**src/rtl/gear_seq_pkg.sv**
```systemverilog
package gear_seq_pkg;

  typedef enum logic [2:0] {
    ST_GROUND_WAIT = 3'd0,
    ST_DWELL       = 3'd1,
    ST_RETRACT     = 3'd2,
    ST_STOWED      = 3'd3,
    ST_EXTEND      = 3'd4,
    ST_DEPLOYED    = 3'd5
  } gear_state_e;

endpackage

```
**src/rtl/gear_dwell_timer.sv**
```systemverilog
module gear_dwell_timer #(
  parameter int DWELL_CYCLES = 100,
  localparam int CNT_W = $clog2(DWELL_CYCLES + 1)
) (
  input  logic clk,
  input  logic rst,
  input  logic hold_i,
  output logic expired_o
);

  logic [CNT_W-1:0] cnt_q;

  // Loaded while held, otherwise counts down and stops at zero.
  always_ff @(posedge clk) begin
    if (rst || hold_i) begin
      cnt_q <= CNT_W'(DWELL_CYCLES);
    end else if (cnt_q != '0) begin
      cnt_q <= cnt_q - CNT_W'(1);
    end
  end

  assign expired_o = (cnt_q == '0);

endmodule

```
**src/rtl/gear_seq_next.sv**
```systemverilog
module gear_seq_next
  import gear_seq_pkg::*;
(
  input  gear_state_e cur_i,
  input  logic        lever_down_i,
  input  logic        on_ground_i,
  input  logic        gear_up_i,
  input  logic        gear_down_i,
  input  logic        expired_i,
  output gear_state_e nxt_o
);

  always_comb begin
    nxt_o = cur_i;
    unique case (cur_i)
      ST_GROUND_WAIT: if (!on_ground_i) nxt_o = ST_DWELL;
      ST_DWELL: begin
        if (on_ground_i)                     nxt_o = ST_GROUND_WAIT;
        else if (expired_i && !lever_down_i) nxt_o = ST_RETRACT;
      end
      ST_RETRACT: begin
        if (on_ground_i)       nxt_o = ST_GROUND_WAIT;
        else if (lever_down_i) nxt_o = ST_EXTEND;
        else if (gear_up_i)    nxt_o = ST_STOWED;
      end
      ST_STOWED: if (on_ground_i || lever_down_i) nxt_o = ST_EXTEND;
      ST_EXTEND: if (gear_down_i) nxt_o = ST_DEPLOYED;
      ST_DEPLOYED: begin
        if (on_ground_i)        nxt_o = ST_GROUND_WAIT;
        else if (!lever_down_i) nxt_o = ST_DWELL;
      end
      default: nxt_o = ST_GROUND_WAIT;
    endcase
  end

endmodule

```
**src/rtl/gear_seq_outreg.sv**
```systemverilog
module gear_seq_outreg
  import gear_seq_pkg::*;
(
  input  logic        clk,
  input  logic        rst,
  input  gear_state_e nxt_i,
  output logic        pump_en_o,
  output logic        valve_lower_o,
  output logic        lamp_red_o,
  output logic        lamp_green_o
);

  logic moving, lowering, down_lit;

  always_comb begin
    moving   = (nxt_i == ST_RETRACT) || (nxt_i == ST_EXTEND);
    lowering = (nxt_i == ST_EXTEND);
    down_lit = (nxt_i == ST_GROUND_WAIT) || (nxt_i == ST_DWELL) ||
               (nxt_i == ST_DEPLOYED);
  end

  // Decoded from the next state so outputs change on the same edge as the state.
  always_ff @(posedge clk) begin
    if (rst) begin
      pump_en_o     <= 1'b0;
      valve_lower_o <= 1'b0;
      lamp_red_o    <= 1'b0;
      lamp_green_o  <= 1'b1;
    end else begin
      pump_en_o     <= moving;
      valve_lower_o <= lowering;
      lamp_red_o    <= moving;
      lamp_green_o  <= down_lit;
    end
  end

endmodule

```
**src/rtl/gear_seq_ctrl.sv**
```systemverilog
module gear_seq_ctrl
  import gear_seq_pkg::*;
#(
  parameter int CLK_HZ       = 50_000_000,
  parameter int DWELL_SEC    = 2,
  parameter int DWELL_CYCLES = CLK_HZ * DWELL_SEC
) (
  input  logic clk,
  input  logic rst,
  input  logic lever_down_i,
  input  logic on_ground_i,
  input  logic gear_up_i,
  input  logic gear_down_i,
  output logic pump_en_o,
  output logic valve_lower_o,
  output logic lamp_red_o,
  output logic lamp_green_o
);

  gear_state_e state_q, state_d;
  logic        dwell_done;

  gear_dwell_timer #(.DWELL_CYCLES(DWELL_CYCLES)) u_timer (
    .clk      (clk),
    .rst      (rst),
    .hold_i   (state_q == ST_GROUND_WAIT),
    .expired_o(dwell_done)
  );

  gear_seq_next u_next (
    .cur_i       (state_q),
    .lever_down_i(lever_down_i),
    .on_ground_i (on_ground_i),
    .gear_up_i   (gear_up_i),
    .gear_down_i (gear_down_i),
    .expired_i   (dwell_done),
    .nxt_o       (state_d)
  );

  always_ff @(posedge clk) begin
    if (rst) state_q <= ST_GROUND_WAIT;
    else     state_q <= state_d;
  end

  gear_seq_outreg u_out (
    .clk          (clk),
    .rst          (rst),
    .nxt_i        (rst ? ST_GROUND_WAIT : state_d),
    .pump_en_o    (pump_en_o),
    .valve_lower_o(valve_lower_o),
    .lamp_red_o   (lamp_red_o),
    .lamp_green_o (lamp_green_o)
  );

endmodule

```
**config.mk**
```make
export PLATFORM = sky130hd
export DESIGN_NAME = gear_seq_ctrl
export DESIGN_NICKNAME = d
export VERILOG_FILES = /design/src/rtl/gear_seq_pkg.sv /design/src/rtl/gear_dwell_timer.sv /design/src/rtl/gear_seq_next.sv /design/src/rtl/gear_seq_outreg.sv /design/src/rtl/gear_seq_ctrl.sv
export SDC_FILE = /design/constraint.sdc
export NUM_CORES = 1
export LEC_CHECK = 0
export ABC_AREA = 0
export BUFFER_PORTS_ARGS = -buffer_cell sky130_fd_sc_hd__buf_2
export CAP_MARGIN = 20
export CORE_ASPECT_RATIO = 0.5
export CORE_UTILIZATION = 40
export CTS_CLUSTER_DIAMETER = 40
export DETAILED_ROUTE_END_ITERATION = 10
export HOLD_SLACK_MARGIN = 0.15
export PLACE_DENSITY = 0.68
export SLEW_MARGIN = 20
export SYNTH_ARGS = -nofsm -noshare
export SYNTH_HDL_FRONTEND = slang
export SYNTH_SLANG_ARGS = --single-unit
```
**constraint.sdc**
```tcl
create_clock -name clk -period 2.8 [get_ports clk]
set_input_delay 0.56 -clock clk [delete_from_list [all_inputs] [get_ports clk]]
set_output_delay 0.56 -clock clk [all_outputs]
set_load 0.05 [all_outputs]
```
==> results of run 1 <==
==> logic make-up after synthesis <==
| kind of cell | after synthesis | synth area share [%] |
|---|---|---|
| AOI/OAI and AO/OA | 48 | 19.43 |
| xor gates and xnor gates | 3 | 1.607 |
| adders and majority gates | 2 | 1.530 |
| buffers and inverters | 18 | 4.591 |
| DFF | 33 | 40.40 |
| and+or+nand+nor | 93 | 32.44 |
==> area by class of cell <==
class,count,share of cell area (%)
Timing Repair Buffer,16,5.379
Clock inverter,1,0.2759
Sequential cell,33,36.41
Clock buffer,5,3.793
Tap cell,51,3.517
Inverter,5,1.034
Multi-Input combinational cell,146,49.59
==> critical path, cell delays in order, from the launching register on <==
cell and delay (ns):
dfxtp_1 0.35, or4_1 0.57, or4_1 0.53, or3_1 0.51, or4b_1 0.51, nand3_1 0.09
==> worst min-delay path by stage <==
stage                                         from                              to  slack [ns]  cells past startpoint
floorplan           u_timer.cnt_q[17]$_SDFFE_PP0P_  u_timer.cnt_q[17]$_SDFFE_PP0P_        0.45                      2
global placement    u_timer.cnt_q[11]$_SDFFE_PP0P_  u_timer.cnt_q[11]$_SDFFE_PP0P_        0.46                      2
finish              u_timer.cnt_q[11]$_SDFFE_PP0P_  u_timer.cnt_q[11]$_SDFFE_PP0P_        0.48                      2
detailed placement  u_timer.cnt_q[11]$_SDFFE_PP0P_  u_timer.cnt_q[11]$_SDFFE_PP0P_        0.47                      2
global route                                   rst              state_q[0]$_DFF_P_        0.52                      2
CTS                 u_timer.cnt_q[11]$_SDFFE_PP0P_  u_timer.cnt_q[11]$_SDFFE_PP0P_        0.48                      2
==> sequential cells by signal, summed over array words and instances, names as in the netlist <==
name                 count
u_out.pump_en_o          1
u_out.lamp_green_o       1
state_q                  3
u_timer.cnt_q           27
u_out.valve_lower_o      1
==> Yosys cell counts, types with 2 or more instances <==
cell and count:
dfxtp_1 33, nor2_1 15, nand2_1 14, or3_1 12, or4_1 11, a21oi_1 10
o21ai_0 10, o31ai_1 9, clkbuf_1 8, nand3_1 8, nor3_1 7, inv_1 5
nor4_1 5, a31oi_1 4, o211ai_1 4, or2_2 4, a31o_2 3, and2_1 3
a211oi_1 2, buf_2 2, ha_1 2, nand3b_1 2, nand4_1 2, nor4b_1 2
o41ai_1 2, or4b_1 2, xor2_1 2
==> stage by stage <==
stage / hold WS, ns / instances / setup WS, ns / total power (W)
6_report: 0.4817 / 257 / 0.1815 / 0.0009669
5_1_grt: 0.5188 / 257 / 0.02828 / 0.001015
4_1_cts: 0.4787 / 257 / 0.1976 / 0.0009778
3_5_place_dp: 0.4690 / 251 / 0.2129 / 0.0006493
3_3_place_gp: 0.4649 / 251 / 0.2903 / 0.0006467
2_1_floorplan: 0.4526 / 197 / 0.3175 / 0.0006049
==> layer usage <==
| metal | wire length [um] | share of wire [%] |
|---|---|---|
| met5 | 0 | 0 |
| met4 | 0 | 0 |
| met3 | 150 | 4.4 |
| met2 | 1519 | 44 |
| met1 | 1751 | 51 |
==> power groups by stage <==
stage          clock network [W]  logic [W]  registers, W
6_report                0.000325   0.000139      0.000503
3_3_place_gp                   0   0.000135      0.000511
2_1_floorplan                  0  0.0000970      0.000508
3_5_place_dp                   0   0.000137      0.000512
5_1_grt                 0.000351   0.000158      0.000506
4_1_cts                 0.000338   0.000138      0.000502
==> flow_summary.yaml, run 1 <==
run_status:
  status: "complete, no violations"
clocking:
  clock_latency_ns: 0.28
  cts_resized: 0
  clk_pin_slew_ns: 0.07
  clockBufferDepth: 2
  cts-htree-levels: 2
  clkSinkCount: 33
  cts_tree: "built"
  numCtsBuffers: 5
  ctsHoldBuffers: 0
  post-cts-setup-buffer-count: 0
  clockRootBuffer: "clkbuf_8"
yosys:
  ys_warn_count: 0
  avgSynthCellArea_um2: 8.301
  ys_seq_elements: 33
  ys_types: 41
  synth_top_cell_area_share_pct: 40.40
  syn_nets: 205
  synth_ff_type: "dfxtp_1"
  async_flop_share_pct: 0
  syn-instance-count: 197
  synth-edff-count: 0
  yosys-top-cells-area: "dfxtp_1 (40%), or4_1 (5.0%), or3_1 (4.6%), o31ai_1 (4.1%), nor2_1 (3.4%)"
  seq_area_frac_synth_pct: 40.40
  syn_area_um2: 1635
  yosys.area.top_type: "dfxtp_1"
floorplanning:
  dieArea_um2: 4363
  rows: 15
  die_w_um: 92.43
  core_um2: 3660
  io_pins: 10
  start_util_pct: 44.68
  die-height_um: 47.21
finish:
  syn_to_final_growth_pct: 10.94
  antenna_cells: 0
  seq_area_um2: 660.6
  multi_input_area_um2: 899.6
  fin_nets: 215
  utilization_pct: 49.57
  layout-drive-gt1-share_pct: 14.56
  final_area_um2: 1814
  fillers: 376
  mostFrequentLayoutCells: "dfxtp_1 (33), nor2_1 (15), nand2_1 (14)"
  layout_commonest_cell: "dfxtp_1"
drt:
  initialDrtViolationCount: 67
  dr.pass1.iters: 4
  vias: 1476
  drcViolationCount: 0
  wl_mm: 3.421
  avgViaCountPerCell: 5.743
  wl_per_cell_um: 13.31
  antenna_left: 0
timing:
  setup_tns_ns: 0
  rsz0062_at_grt: "false"
  skew_ns: 0.007059
  finalCritPeriodShare_pct: 93.52
  relSlewSlack_pct: 57.74
  slew_viol_final: 0
  hold_viol: 0
  setup_viol: 0
  max_freq_mhz: 381.9
  tightestPinTransition_ns: 0.6273
  period_needed_ns: 2.618
global_routing:
  grt_pass1_wl_mm: 5.913
  grt_use_met1_pct: 22.56
  grt_start_max_net_pins: 21
  grt_pass1_vias: 1307
  antenna_found_initial: 0
  top_usage_layer: "met2"
  globalRouteMet2Util_pct: 30.07
  grt_overflow: 0
  use_met3_pct: 4.854
  grt_util_all_layers_pct: 17.83
worst_setup_path:
  path_max_fanout: 9
  cp-start-kind: "flop"
  worstReg2RegStart: "u_timer.cnt_q[14]$_SDFFE_PP1P_"
  worstPathRequired_ns: 3.02
  cp-end-kind: "flop"
  reg2reg_depth: 5
  r2r_slack_ns: 0.18
  critical_path_arrival_ns: 2.84
  worstSetupPathType: "reg2reg"
  worstReg2RegEnd: "u_timer.cnt_q[26]$_SDFFE_PP1P_"
  crit_start: "u_timer.cnt_q[14]$_SDFFE_PP1P_"
  worstSetupEndpoint: "u_timer.cnt_q[26]$_SDFFE_PP1P_"
power_and_ir_drop:
  power_frac_comb_pct: 14.4
  pwr-share-clk_pct: 33.6
  internal_power_w: 0.0007067
  vdd_drop_max_mv: 0.2873
  p_sw_w: 0.0002602
  p_leak_nw: 0.6739
  swShare_pct: 26.91
  p_per_area_nw_per_um2: 533.0
  pwr-share-seq_pct: 52.0
worst_hold_path:
  min_path_type: "reg2reg"
placed_design:
  gp_congestion: 0.7647
  place_area_um2: 1740
  dp_hpwl_mm: 2.349
  port_buffers: 9
flow_run:
  maxCapViolCount: 0
Power figures use the tool's default switching activity.
==> inputs of run 2 (changes only) <==
--- a/config.mk
+++ b/config.mk
@@ -9,11 +9,11 @@
 export BUFFER_PORTS_ARGS = -buffer_cell sky130_fd_sc_hd__buf_2
 export CAP_MARGIN = 20
 export CORE_ASPECT_RATIO = 0.5
-export CORE_UTILIZATION = 40
+export CORE_UTILIZATION = 37
 export CTS_CLUSTER_DIAMETER = 40
 export DETAILED_ROUTE_END_ITERATION = 10
 export HOLD_SLACK_MARGIN = 0.15
-export PLACE_DENSITY = 0.68
+export PLACE_DENSITY = 0.65
 export SLEW_MARGIN = 20
 export SYNTH_ARGS = -nofsm -noshare
 export SYNTH_HDL_FRONTEND = slang
==> constraint.sdc (replaced) <==
create_clock -name clk -period 2.8 [get_ports clk]
set_input_delay 0.42 -clock clk [delete_from_list [all_inputs] [get_ports clk]]
set_output_delay 0.42 -clock clk [all_outputs]
set_load 0.05 [all_outputs]
==> run 2 against run 1 <==
Compared with the run above: first-iteration DRC count up 3.0%; sequential share of layout area down 0.47 points; critical endpoint unchanged; critical path depth unchanged; register-to-register slack improved by 0.02 ns; count of clock-buffer cells in the layout increased by 2; flip-flop and latch count did not move; hold slack got worse by 0.11 ns; highest routed layer unchanged.
==> flow_summary.yaml, run 2 (same netlist as run 1, synthesis figures left out) <==
worst_hold_path:
  hp-start: "rst"
  min_path_type: "in2reg"
run_status:
  status: "complete, no violations"
worst_setup_path:
  r2r_slack_ns: 0.20
  worstReg2RegStart: "u_timer.cnt_q[14]$_SDFFE_PP1P_"
  worstPathRequired_ns: 3.02
  path_max_fanout: 9
  cp-start-kind: "flop"
  critical_path_arrival_ns: 2.82
  cpPeakStageDelay_ns: 0.58
  crit_slowest_cell: "or4_1"
  crit_start: "u_timer.cnt_q[14]$_SDFFE_PP1P_"
  cp_cell_sequence: "or4_1, or4_1, or3_1, or4b_1, nand3_1"
  cp-end-kind: "flop"
  worstSetupPathType: "reg2reg"
  cp_common_cell: "or4_1"
clocking:
  clockBufferDepth: 2
  clockRootBuffer: "clkbuf_8"
  cts-htree-levels: 2
  post-cts-setup-buffer-count: 0
  numCtsBuffers: 5
  cts_tree: "built"
  clk_pin_slew_ns: 0.07
  ctsHoldBuffers: 0
  clock_latency_ns: 0.28
  clkSinkCount: 33
  cts_resized: 0
power_and_ir_drop:
  p_leak_nw: 0.6833
  internal_power_w: 0.0007610
  pwr-share-seq_pct: 49.2
  p_per_area_nw_per_um2: 555.2
  swShare_pct: 25.42
  vdd_drop_max_mv: 0.3091
  pwr-share-clk_pct: 38.0
  power_frac_comb_pct: 12.8
  p_sw_w: 0.0002594
global_routing:
  grt_util_all_layers_pct: 15.53
  antenna_found_initial: 0
  grt_start_max_net_pins: 21
  grt_pass1_wl_mm: 5.796
  grt_use_met1_pct: 20.00
  grt_overflow: 0
  globalRouteMet2Util_pct: 25.77
  top_usage_layer: "met2"
  grt_pass1_vias: 1346
  use_met3_pct: 4.206
finish:
  largest_reg_flops: 27
  fillers: 391
  fin_nets: 214
  multi_input_area_um2: 899.6
  layout_commonest_cell: "dfxtp_1"
  layout-drive-gt1-share_pct: 14.98
  syn_to_final_growth_pct: 12.39
  mostFrequentLayoutCells: "dfxtp_1 (33), nor2_1 (15), nand2_1 (14)"
  top_regs: "u_timer.cnt_q (27), state_q (3)"
  antenna_cells: 0
  seq_area_um2: 660.6
  top_register: "u_timer.cnt_q"
timing:
  relSlewSlack_pct: 55.98
  setup_slack_ns: 0.2027
  slew_viol_final: 0
  hold_viol: 0
  max_freq_mhz: 385.0
  finalCritPeriodShare_pct: 92.76
  rsz0062_at_grt: "false"
  whs_ns: 0.3693
  period_needed_ns: 2.597
  setup_tns_ns: 0
  skew_ns: 0.006108
  setup_viol: 0
  tightestPinTransition_ns: 0.6543
placed_design:
  port_buffers: 9
  dp_hpwl_mm: 2.404
  gp_congestion: 0.7690
  pre_cts_ws_ns: 0.2357
floorplanning:
  start_util_pct: 40.24
  core_um2: 4064
  dieArea_um2: 4706
  die_w_um: 96.02
  io_pins: 10
  rows: 16
  die-height_um: 49.01
flow_run:
  maxCapViolCount: 0
drt:
  drcViolationCount: 0
  wl_per_cell_um: 12.78
  avgViaCountPerCell: 5.674
  initialDrtViolationCount: 69
  antenna_left: 0
  vias: 1481
  wl_mm: 3.335
  dr.pass1.iters: 4
## run 2: cell types whose count changed in the layout (fill, tap and decap cells not counted), sizes merged
cell / previous run / this run
clkbuf: 5 / 7
buf: 16 / 15
## run 2: cell type report
| class | count | area share (%) |
|---|---|---|
| Multi-Input combinational cell | 146 | 48.94 |
| Sequential cell | 33 | 35.94 |
| Clock buffer | 7 | 5.242 |
| Timing Repair Buffer | 15 | 4.901 |
| Tap cell | 54 | 3.676 |
| Inverter | 5 | 1.021 |
| Clock inverter | 1 | 0.2723 |
## run 2: critical path, delay by kind of cell (launching register included)
family,cells,cell delay [ns]
AND/OR/NAND/NOR,5,2.19
flip-flops,1,0.35
## run 2: power by group through the flow
stage	combinational, W	clock, W	sequential, W
2_1_floorplan	0.0000970	0	0.000508
3_3_place_gp	0.000129	0	0.000511
3_5_place_dp	0.000130	0	0.000512
4_1_cts	0.000131	0.000396	0.000501
5_1_grt	0.000147	0.000421	0.000503
6_report	0.000131	0.000388	0.000502
## run 2: stage by stage
step,power [W],utilization [%],instance area [um2],cells
after global routing,0.001072,45.23,1838,261
after CTS,0.001029,45.23,1838,261
after global placement,0.0006395,42.73,1737,253
after detailed placement,0.0006422,42.73,1737,253
final,0.001020,45.23,1838,261
after floorplan,0.0006049,-,1635,197
## run 2: path summary, 6_finish.rpt
kind                                                  endpoint  depth (start not counted)
worst max register to register  u_timer.cnt_q[26]$_SDFFE_PP1P_                          5
worst min-delay path                        state_q[0]$_DFF_P_                          2
worst max-delay path            u_timer.cnt_q[26]$_SDFFE_PP1P_                          5
worst min register to register  u_timer.cnt_q[11]$_SDFFE_PP0P_                          2
## run 2: metal layers
| metal | part of all wire, % | up-vias |
|---|---|---|
| met2 | 46 | 27 |
| met5 | 0 | - |
| met3 | 3.5 | 0 |
| met1 | 50 | 688 |
| li1 | - | 766 |
| met4 | 0 | 0 |
